$ cat src/rtl/adcrd_pkg.sv
package adcrd_pkg;

  localparam int RES_W  = 12;
  localparam int BYTE_W = 8;

  typedef enum logic [3:0] {
    ST_IDLE,
    ST_CV_SETUP,
    ST_CV_PULSE,
    ST_CV_WAIT,
    ST_RD_SETUP,
    ST_RD_ACCESS,
    ST_RD_FLOAT,
    ST_DONE,
    ST_FAIL
  } rd_state_e;

  typedef struct packed {
    logic sel_n;
    logic strobe;
    logic rd;
    logic bsel;
  } pin_set_t;

  // Pin levels are a pure decode of the phase and the byte index.
  function automatic pin_set_t pins_for(rd_state_e st, logic second);
    pin_set_t p;
    p.sel_n  = 1'b1;
    p.strobe = 1'b0;
    p.rd     = 1'b0;
    p.bsel   = 1'b0;
    case (st)
      ST_CV_SETUP:  p.sel_n = 1'b0;
      ST_CV_PULSE: begin
        p.sel_n  = 1'b0;
        p.strobe = 1'b1;
      end
      ST_RD_SETUP, ST_RD_ACCESS, ST_RD_FLOAT: begin
        p.sel_n  = 1'b0;
        p.rd     = 1'b1;
        p.bsel   = second;
        p.strobe = (st == ST_RD_ACCESS);
      end
      default: ;
    endcase
    return p;
  endfunction

  // Left-justified byte pair: high byte holds bits 11..4, the upper nibble
  // of the low byte holds bits 3..0.
  function automatic logic [RES_W-1:0] join_bytes(logic [BYTE_W-1:0] hi,
                                                  logic [3:0] lo);
    return {hi, lo};
  endfunction

  // Elapsed cycles in the wait phase, given the down-counter remainder.
  function automatic logic sts_window_open(int unsigned rem,
                                           int unsigned total,
                                           int unsigned gap);
    return ((total - 1 - rem) >= gap);
  endfunction

  function automatic int max_of(int a, int b);
    return (a > b) ? a : b;
  endfunction

endpackage

$ cat src/rtl/adcrd_timer.sv
module adcrd_timer #(
  parameter int W = 12
) (
  input  logic         clk,
  input  logic         rst_n,
  input  logic         load_i,
  input  logic [W-1:0] load_val_i,
  output logic [W-1:0] count_o,
  output logic         zero_o
);

  logic [W-1:0] cnt_q;

  always_ff @(posedge clk or negedge rst_n) begin
    if (!rst_n)               cnt_q <= '0;
    else if (load_i)          cnt_q <= load_val_i;
    else if (cnt_q != '0)     cnt_q <= cnt_q - 1'b1;
  end

  assign count_o = cnt_q;
  assign zero_o  = (cnt_q == '0);

  // Phase counts step down by exactly one per cycle (timing basis of R2/R4/R5).
  assert_timer_step_R4: assert property (@(posedge clk) disable iff (!rst_n)
    (!load_i && cnt_q != '0) |=> (cnt_q == $past(cnt_q) - 1'b1));

endmodule

$ cat src/rtl/adcrd_assemble.sv
module adcrd_assemble
  import adcrd_pkg::*;
(
  input  logic             clk,
  input  logic             rst_n,
  input  logic             capture_i,
  input  logic             wide_i,
  input  logic             second_i,
  input  logic [RES_W-1:0] data_i,
  output logic [RES_W-1:0] result_o
);

  logic [BYTE_W-1:0] hi_q;
  logic [RES_W-1:0]  res_q;

  always_ff @(posedge clk or negedge rst_n) begin
    if (!rst_n) begin
      hi_q  <= '0;
      res_q <= '0;
    end else if (capture_i) begin
      if (wide_i)         res_q <= data_i;
      else if (!second_i) hi_q  <= data_i[RES_W-1 -: BYTE_W];
      else                res_q <= join_bytes(hi_q, data_i[RES_W-1 -: 4]);
    end
  end

  assign result_o = res_q;

  assert_wide_word_R6: assert property (@(posedge clk) disable iff (!rst_n)
    (capture_i && wide_i) |=> (result_o == $past(data_i)));

  assert_byte_join_R7: assert property (@(posedge clk) disable iff (!rst_n)
    (capture_i && !wide_i && second_i) |=>
      (result_o[3:0] == $past(data_i[RES_W-1 -: 4])));

endmodule

$ cat src/rtl/adc_host_reader.sv
module adc_host_reader
  import adcrd_pkg::*;
#(
  parameter int SETUP_CYC    = 5,
  parameter int PULSE_CYC    = 5,
  parameter int ACCESS_CYC   = 15,
  parameter int FLOAT_CYC    = 15,
  parameter int STS_WAIT_CYC = 20,
  parameter int TIMEOUT_CYC  = 3000
) (
  input  logic             clk,
  input  logic             rst_n,
  input  logic             start_i,
  input  logic             mode_wide_i,
  output logic [RES_W-1:0] result_o,
  output logic             valid_o,
  output logic             err_o,
  output logic             busy_o,
  output logic             conv_sel_n_o,
  output logic             conv_strobe_o,
  output logic             conv_rd_o,
  output logic             conv_bytesel_o,
  output logic             conv_wide_o,
  input  logic             conv_busy_i,
  input  logic [RES_W-1:0] conv_data_i
);

  localparam int MAX_CYC = max_of(max_of(max_of(SETUP_CYC, PULSE_CYC),
                                         max_of(ACCESS_CYC, FLOAT_CYC)),
                                  TIMEOUT_CYC);
  localparam int CNT_W = $clog2(MAX_CYC + 1);
  localparam logic [CNT_W-1:0] LV_SETUP  = CNT_W'(SETUP_CYC - 1);
  localparam logic [CNT_W-1:0] LV_PULSE  = CNT_W'(PULSE_CYC - 1);
  localparam logic [CNT_W-1:0] LV_ACCESS = CNT_W'(ACCESS_CYC - 1);
  localparam logic [CNT_W-1:0] LV_FLOAT  = CNT_W'(FLOAT_CYC - 1);
  localparam logic [CNT_W-1:0] LV_TOUT   = CNT_W'(TIMEOUT_CYC - 1);

  rd_state_e        state_q, state_d;
  logic             mode_q;
  logic             byte_q;
  logic             set_byte;
  logic             tmr_load;
  logic [CNT_W-1:0] tmr_val;
  logic [CNT_W-1:0] tmr_cnt;
  logic             tmr_zero;
  logic             win_open;
  logic             sample_w;
  logic             accept_w;
  pin_set_t         pins;

  adcrd_timer #(.W(CNT_W)) timer_i (
    .clk        (clk),
    .rst_n      (rst_n),
    .load_i     (tmr_load),
    .load_val_i (tmr_val),
    .count_o    (tmr_cnt),
    .zero_o     (tmr_zero)
  );

  assign win_open = sts_window_open(32'(tmr_cnt), TIMEOUT_CYC, STS_WAIT_CYC);
  assign accept_w = (state_q == ST_IDLE) && start_i;
  assign sample_w = (state_q == ST_RD_ACCESS) && tmr_zero;

  always_comb begin
    state_d  = state_q;
    tmr_load = 1'b0;
    tmr_val  = '0;
    set_byte = 1'b0;
    case (state_q)
      ST_IDLE: if (start_i) begin
        state_d = ST_CV_SETUP; tmr_load = 1'b1; tmr_val = LV_SETUP;
      end
      ST_CV_SETUP: if (tmr_zero) begin
        state_d = ST_CV_PULSE; tmr_load = 1'b1; tmr_val = LV_PULSE;
      end
      ST_CV_PULSE: if (tmr_zero) begin
        state_d = ST_CV_WAIT; tmr_load = 1'b1; tmr_val = LV_TOUT;
      end
      ST_CV_WAIT: begin
        if (win_open && !conv_busy_i) begin
          state_d = ST_RD_SETUP; tmr_load = 1'b1; tmr_val = LV_SETUP;
        end else if (tmr_zero) begin
          state_d = ST_FAIL;
        end
      end
      ST_RD_SETUP: if (tmr_zero) begin
        state_d = ST_RD_ACCESS; tmr_load = 1'b1; tmr_val = LV_ACCESS;
      end
      ST_RD_ACCESS: if (tmr_zero) begin
        state_d = ST_RD_FLOAT; tmr_load = 1'b1; tmr_val = LV_FLOAT;
      end
      ST_RD_FLOAT: if (tmr_zero) begin
        if (!mode_q && !byte_q) begin
          state_d = ST_RD_SETUP; tmr_load = 1'b1; tmr_val = LV_SETUP;
          set_byte = 1'b1;
        end else begin
          state_d = ST_DONE;
        end
      end
      ST_DONE: state_d = ST_IDLE;
      ST_FAIL: state_d = ST_IDLE;
      default: state_d = ST_IDLE;
    endcase
  end

  always_ff @(posedge clk or negedge rst_n) begin
    if (!rst_n) begin
      state_q <= ST_IDLE;
      mode_q  <= 1'b1;
      byte_q  <= 1'b0;
    end else begin
      state_q <= state_d;
      if (accept_w) begin
        mode_q <= mode_wide_i;
        byte_q <= 1'b0;
      end else if (set_byte) begin
        byte_q <= 1'b1;
      end
    end
  end

  adcrd_assemble asm_i (
    .clk       (clk),
    .rst_n     (rst_n),
    .capture_i (sample_w),
    .wide_i    (mode_q),
    .second_i  (byte_q),
    .data_i    (conv_data_i),
    .result_o  (result_o)
  );

  assign pins           = pins_for(state_q, byte_q);
  assign conv_sel_n_o   = pins.sel_n;
  assign conv_strobe_o  = pins.strobe;
  assign conv_rd_o      = pins.rd;
  assign conv_bytesel_o = pins.bsel;
  assign conv_wide_o    = mode_q;
  assign busy_o         = (state_q != ST_IDLE);
  assign valid_o        = (state_q == ST_DONE);
  assign err_o          = (state_q == ST_FAIL);

  assert_idle_quiet_R1: assert property (@(posedge clk) disable iff (!rst_n)
    !busy_o |-> (!conv_strobe_o && conv_sel_n_o && !valid_o && !err_o));

  assert_pins_frozen_R2: assert property (@(posedge clk) disable iff (!rst_n)
    (conv_strobe_o && $past(conv_strobe_o)) |->
      ($stable(conv_sel_n_o) && $stable(conv_rd_o) && $stable(conv_bytesel_o)));

  assert_read_after_idle_sts_R3: assert property (@(posedge clk) disable iff (!rst_n)
    (state_q == ST_RD_SETUP && $past(state_q) == ST_CV_WAIT) |-> !$past(conv_busy_i));

  assert_sample_bus_live_R4: assert property (@(posedge clk) disable iff (!rst_n)
    sample_w |-> (conv_strobe_o && conv_rd_o && !conv_sel_n_o && !conv_busy_i));

  assert_valid_single_R8: assert property (@(posedge clk) disable iff (!rst_n)
    valid_o |=> !valid_o);

  assert_valid_err_excl_R8: assert property (@(posedge clk) disable iff (!rst_n)
    !(valid_o && err_o));

  assert_err_from_wait_R10: assert property (@(posedge clk) disable iff (!rst_n)
    err_o |-> ($past(state_q) == ST_CV_WAIT && !conv_strobe_o));

  assert_mode_held_R11: assert property (@(posedge clk) disable iff (!rst_n)
    (busy_o && $past(busy_o)) |-> $stable(mode_q));

endmodule

$ cat config.mk
export PLATFORM = sky130hd
export DESIGN_NAME = adc_host_reader
export DESIGN_NICKNAME = d
export VERILOG_FILES = /design/src/rtl/adcrd_pkg.sv /design/src/rtl/adcrd_timer.sv /design/src/rtl/adcrd_assemble.sv /design/src/rtl/adc_host_reader.sv
export SDC_FILE = /design/constraint.sdc
export NUM_CORES = 1
export LEC_CHECK = 0
export ABC_AREA = 1
export BUFFER_PORTS_ARGS = -buffer_cell sky130_fd_sc_hd__buf_2
export CAP_MARGIN = 20
export CORE_MARGIN = 1.5
export CORE_UTILIZATION = 61
export DETAILED_ROUTE_END_ITERATION = 10
export MAX_ROUTING_LAYER = met4
export PLACE_DENSITY = 0.95
export SLEW_MARGIN = 15
export SYNTH_ARGS = -nofsm -noshare
export SYNTH_HDL_FRONTEND = slang
export SYNTH_SLANG_ARGS = --single-unit
$ cat constraint.sdc
create_clock -name clk -period 2.8 [get_ports clk]
set_input_delay 0.14 -clock clk [delete_from_list [all_inputs] [get_ports clk]]
set_output_delay 0.14 -clock clk [all_outputs]
set_load 0.02 [all_outputs]
== Word-level counts from Yosys, hierarchy flattened ==
Cells that the tools add are included.

* Register bits: 38
* Input bits: 17
* Output and inout port bits: 20
* Logic and storage cells: 81

* Add/subtract/negate cells: 2
* Order comparisons: 1
* Equality and inequality tests: 15
* Muxes and demuxes: 34
* Bitwise gates (word level): 2
* Reduce and logical (&&, ||, !) cells: 21

{| class="wikitable"
|+ Operators by type and width
! cell !! count
|-
| one-hot mux 12 bit (6 select lines) || 1
|-
| 2-to-1 mux 12 bit || 5
|-
| 2-to-1 mux 4 bit || 9
|-
| greater-or-equal comparator 32 x 5 -> 1 bit, second input constant || 1
|-
| one-hot mux 4 bit (7 select lines) || 1
|-
| == test 4 x 3 -> 1 bit, second input constant || 4
|-
| 2-to-1 mux 3 bit || 5
|-
| subtractor 12 x 12 -> 13 bit, first input constant || 1
|-
| logical NOT 12 bit || 1
|-
| != test 2 bit, second input constant || 6
|-
| nonzero test 12 bit || 1
|-
| subtractor 12 x 1 -> 12 bit, second input constant || 1
|-
| 2-to-1 mux 1 bit || 9
|-
| == test 4 x 2 -> 1 bit, second input constant || 2
|-
| AND reduction 7 bit || 1
|-
| nonzero test 2 bit || 3
|-
| OR reduction 5 bit || 1
|-
| == test 4 x 1 -> 1 bit, second input constant || 1
|-
| == test 4 bit, second input constant || 1
|-
| logical AND 1 bit || 4
|-
| logical NOT 4 bit || 1
|-
| 2-to-1 mux 2 bit || 2
|-
| one-hot mux 1 bit (4 select lines) || 1
|-
| nonzero test 4 bit || 1
|-
| 9 further kinds || 12
|}

== Depth between registers and ports, before layout ==
* Word-level depth: 7
* Mapped depth: 14
* Mapped depth without buffers: 14

== Cells and area by module ==
From an unflattened synthesis, not the netlist that was laid out.

* Cell total of the unflattened synthesis: 343
* Area, all modules: 2322.2 um^2

{| class="wikitable"
|+ Modules (own cells, without submodules)
! module !! times used !! cells each !! area each (um^2) !! seq. area each (um^2)
|-
| adcrd_assemble || 1 || 127 || 937.1 || 500.5
|-
| adcrd_timer || 1 || 122 || 834.6 || 300.3
|-
| adc_host_reader || 1 || 94 || 550.5 || 151.4
|}

== Worst setup path before layout ==
Ideal clock, no wire load.

* Path type: register to register
* From: register mode_q, in the netlist conv_wide_o
* To: register timer_i.cnt_q[0], in the netlist timer_i.count_o[0]
* Arrival time: 1.608 ns
* Required time: 2.683 ns
* Slack: 1.076 ns
* Stages on the path, launching flop included: 13
* Buffers on the path: 1
* Path through: dfstp_2 buf_4 inv_2 nand2_1 nor2_1 nand3_1 nand3_1 nor2_4 nand2_4 inv_2 nand2_1 nand2_1 nand2_1

* Cells in the longest elaborated chain, start to end: 6
* Elaborated cells between the ends (all ways): 7

{| class="wikitable"
|+ RTL lines
! element !! line !! source
|-
| from (decl) || adc_host_reader.sv:39 || <nowiki>logic mode_q;</nowiki>
|-
| from (signal assigned) || adc_host_reader.sv:114 || <nowiki>mode_q <= mode_wide_i;</nowiki>
|-
| logical NOT 1 bit (*) || adc_host_reader.sv:93 || <nowiki>if (!mode_q && !byte_q) begin</nowiki>
|-
| logical AND 1 bit (*) || adc_host_reader.sv:93 ||
|-
| 2-to-1 mux 1 bit (*) || adc_host_reader.sv:93 ||
|-
| 2-to-1 mux 1 bit (*) || adc_host_reader.sv:92 || <nowiki>ST_RD_FLOAT: if (tmr_zero) begin</nowiki>
|-
| one-hot mux 1 bit (4 select lines) (*) || adc_host_reader.sv:69 || <nowiki>case (state_q)</nowiki>
|-
| 2-to-1 mux 12 bit or nonzero test 2 bit (tied branches) || -- ||
|-
| to (signal assigned) || adcrd_timer.sv:16 || <nowiki>else if (load_i) cnt_q <= load_val_i;</nowiki>
|-
| to (signal assigned) || adcrd_timer.sv:17 || <nowiki>else if (cnt_q != '0) cnt_q <= cnt_q - 1'b1;</nowiki>
|-
| to (decl) || adcrd_timer.sv:12 || <nowiki>logic [W-1:0] cnt_q;</nowiki>
|}

Mark *: on every way between the ends. The rest lies on a longest branch, timed or not.
A chain may end at the register's enable or synchronous reset.

== Worst setup path in the final report ==
* From: register timer_i.cnt_q[0], in the netlist timer_i.count_o[0]
* To: register asm_i.res_q[10], in the netlist asm_i.result_o[10]

* Cells in the longest elaborated chain, start to end: 3

{| class="wikitable"
|+ RTL lines
! element !! line !! source
|-
| logical NOT 12 bit || adcrd_timer.sv:21 || <nowiki>assign zero_o = (cnt_q == '0);</nowiki>
|-
| logical AND 1 bit || adc_host_reader.sv:62 || <nowiki>assign sample_w = (state_q == ST_RD_ACCESS) && tmr_zero;</nowiki>
|-
| AND reduction 2 bit (no line) || -- ||
|-
| to (signal assigned) || adcrd_assemble.sv:21 || <nowiki>if (wide_i) res_q <= data_i;</nowiki>
|-
| to (signal assigned) || adcrd_assemble.sv:23 || <nowiki>else res_q <= join_bytes(hi_q, data_i[RES_W-1 -: 4]);</nowiki>
|-
| to (decl) || adcrd_assemble.sv:14 || <nowiki>logic [RES_W-1:0] res_q;</nowiki>
|}

Every way passes these cells.

==> summary.md <==
| Metric | Value |
|---|---|
| Outcome | finished, final reports clean |
| Clk_skew | 6.459 ps |
| Vias per inst | 5.690 |
| Setup TNS | 0 ps |
| Final Hold Fails | 0 |
| Critical path, cell by cell | inv_1 > ha_1 > nand4_1 > nor4_4 > nand3_2 > nand2_2 > o21ai_2 |
| Compound-Gate Fraction of Synth Area | 14.06% |
| Simple-gate portion of the synthesized area | 31.81% |
| Syn Nets | 320 |
| CP Buf/Inv Count | 1 |
| Synth top area share | 39.42% |
| Area grow syn2layout | 14.81% |
| CP Data Required Time | 2970 ps |
| Drt first-iter violations | 192 |
| Internal cell power | 0.9409 mW |
| Worst vdd ir | 0.0003081 V |
| Synth area leader | dfrtp_1 |
| Cts repair resizes | 0 |
| Htree depth | 2 |
| Largest family of logic cells by synthesized area | simple AND/OR/NAND/NOR gates |
| FF-to-FF path depth | 7 |
| Relative slew slack | 42.75% |
| Total CTS buffers | 5 |
| Synth area leaders | dfrtp_1, nand2_1, o21ai_2 |
| Die area | 4232 µm² |
| RSZ-0062 raised after global routing | no |
| Clock slew seen by the registers of the worst setup and hold paths | 80 ps |
| Die width | 65.05 µm |
| Sw Ratio | 19.98% |
| Worst hold path startpoint | mode_wide_i |
| Tcrit/Tclk final | 77.06% |
| Leakage | 1.393 nW |
| Die Y-Extent | 65.05 µm |
| RR Startpoint | timer_i.count_o[0]$_DFFE_PN0P_ |
| Seq/Total Area, Yosys | 40.54% |
| CP max stage cell | nand3_2 |
| Power per cell area | 436.1 nW/µm² |
| Setup CP Type | flip-flop to flip-flop |
| Post-Synthesis Cell Area | 2349 µm² |
| Routability cong. | 1.045 |
| Layout cells sized above 1 | 28.32% |
| Final setup margin | 642.4 ps |
| Critical Path Sink Type | flip-flop |
| Initial Util | 63.67% |
| Sequential fraction of design power | 46.6% |
| CTS root buf | clkbuf_8 |
| Core area | 3689 µm² |
| Vias in the first global route | 1987 |
| CP Depth | 7 |
| Max cap viols | 0 |
| Post-synthesis mux area share | 0% |
| Syn_area_per_cell | 7.855 µm² |
| Clock network power share | 50.2% |
| Final setup fails | 0 |
| Comb pwr share | 3.2% |
| Clk Latency, worst-skew pair | 300 ps |
| CTS tree | done |
| Synth Area in Adders | 2.131% |
| Layout Nets | 359 |
| Cells after Synth | 299 |
| # clock sinks | 38 |
| Min-Delay Path Class | input pin to flip-flop |
| Antenna Cells | 0 |
| Yosys reg bits | 38 |
| FILL cells | 267 |
| Vias | 2202 |
| Remaining Overflow, GRT | 0 |
| First-pass GRT wire length | 8976 µm |
| Element type at the critical path start | flip-flop |
| Number of I/O pins | 37 |
| Crit Path Max Fanout | 24 |
| IO Port Bufs | 36 |
| Gr usage total | 28.35% |
| Crit-path leading delay family | simple AND/OR/NAND/NOR gates |
| Psw | 0.2350 mW |
| CTS max path bufs | 2 |
| Antenna-violating nets left | 0 |
| Hold Path Depth | 3 |
| Post-synth cell types | 33 |
| Post-DP HPWL | 3676 µm |
| Placement Rows | 22 |
| Crit path largest cell delay | 600 ps |
| Drt drc | 0 |
| Largest net degree at the start of global routing | 39 |
| Drt total wl | 5531 µm |
| Pre-Repair DR Iteration Count | 5 |
| Yosys Warn Count | 0 |
| Final Max Tran Viols | 0 |
| Wirelength per Cell | 14.29 µm |
| Min cycle time layout | 2158 ps |
| Initial antenna violation count | 0 |
| Actual slew at the worst max-slew pin | 858.8 ps |
| Fmax | 463.5 MHz |
| Crit path arrival time | 2330 ps |
| Worst slack at placement | 675.6 ps |
| Critical Path Source | timer_i.count_o[0]$_DFFE_PN0P_ |
| XOR/XNOR Fraction of Synth Area | 2.983% |
-- per-stage QoR --
step / std cells / hold slack [ps] / power (mW) / util, % / instance area [µm²]
after floorplan: 299 / -155.6 / 0.5723 / - / 2349
after global placement: 378 / 284.6 / 0.5955 / 68.96 / 2544
after detailed placement: 378 / 294.2 / 0.5962 / 68.96 / 2544
after CTS: 387 / 93.35 / 1.176 / 73.10 / 2696
after global routing: 387 / 116.0 / 1.205 / 73.10 / 2696
final: 387 / 89.60 / 1.176 / 73.10 / 2696
-- power by group through the flow --
| stage | combinational, mW | clock (mW) | sequential (mW) |
|---|---|---|---|
| after CTS | 0.0383 | 0.590 | 0.548 |
| final | 0.0375 | 0.590 | 0.548 |
| after global placement | 0.0363 | 0 | 0.559 |
| after floorplan | 0.0129 | 0 | 0.559 |
| after detailed placement | 0.0370 | 0 | 0.559 |
| after global routing | 0.0424 | 0.614 | 0.548 |
-- cells in the mapped netlist, drive strengths merged --
| library cell | instances |
|---|---|
| nand2 | 90 |
| inv | 40 |
| nor2 | 39 |
| o21ai | 38 |
| dfrtp | 37 |
| nand3 | 18 |
| xor2 | 7 |
| a21oi | 4 |
| buf | 4 |
| ha | 4 |
| nand4 | 4 |
| or2 | 3 |
| nor3 | 2 |
| a311oi | 1 |
| clkbuf | 1 |
| clkinv | 1 |
| dfstp | 1 |
| nor4 | 1 |
| o2111ai | 1 |
| o221ai | 1 |
| o31ai | 1 |
| xnor2 | 1 |
-- state kept, by name, summed over array words and instances (netlist names) --
register	cells
asm_i.result_o	12
state_q	4
timer_i.count_o	12
asm_i.hi_q	8
byte_q	1
conv_wide_o	1
-- cell usage in the layout, fill, tap and decap left out, types with 6 or more instances in the layout --
cell type / count
inv_1: 36
nand2_2: 12
nand3_1: 14
o21ai_2: 20
o21ai_0: 16
xor2_1: 7
buf_2: 36
dfrtp_1: 37
nor2_1: 33
clkbuf_8: 6
nand2_1: 76
-- area by class of cell --
cell class	count	area [µm²]	area share, %
clock buffers	6	82.58	3.063
clock inverters	2	60.06	2.227
inverters	41	153.9	5.708
multi-input cells	215	1197	44.41
flip-flops and latches	38	952.2	35.31
well taps	48	60.06	2.227
repair buffers	37	190.2	7.053
-- metal layers --
layer  share of wire [%]  track usage [%]  wire length (µm)
met3                 8.1            6.424               446
met4                 3.1            13.80               172
met1                  40            33.56              2185
met5                   0                -                 0
met2                  49            45.88              2726
-- tightest hold or removal path, delay by kind of cell --
kind	cells	cell delay [ps]
simple gates	1	50
compound gates	1	90
buf+inv	1	80
-- worst paths after layout --
check	endpoint	slack, ps
worst max-delay path	asm_i.result_o[10]$_DFFE_PN0P_	640
worst min-delay path	conv_wide_o$_DFFE_PN1P_	90
worst max register to register	asm_i.result_o[10]$_DFFE_PN0P_	640
worst min register to register	asm_i.result_o[1]$_DFFE_PN0P_	480
max in group asynchronous	timer_i.count_o[5]$_DFFE_PN0P_	1770
min in group asynchronous	asm_i.result_o[11]$_DFFE_PN0P_	490
-- cell families after synthesis --
logic type,after synthesis
simple gates,157
compound gates,46
buf+inv,46
flops,38
xor+xnor,8
fa+ha+maj,4
-- timing repair --
item,CTS,global route
hold buffers,1,0
hold endpoints to repair,37,0
buffers inserted,0,0
(Power assumes the default switching activity.)
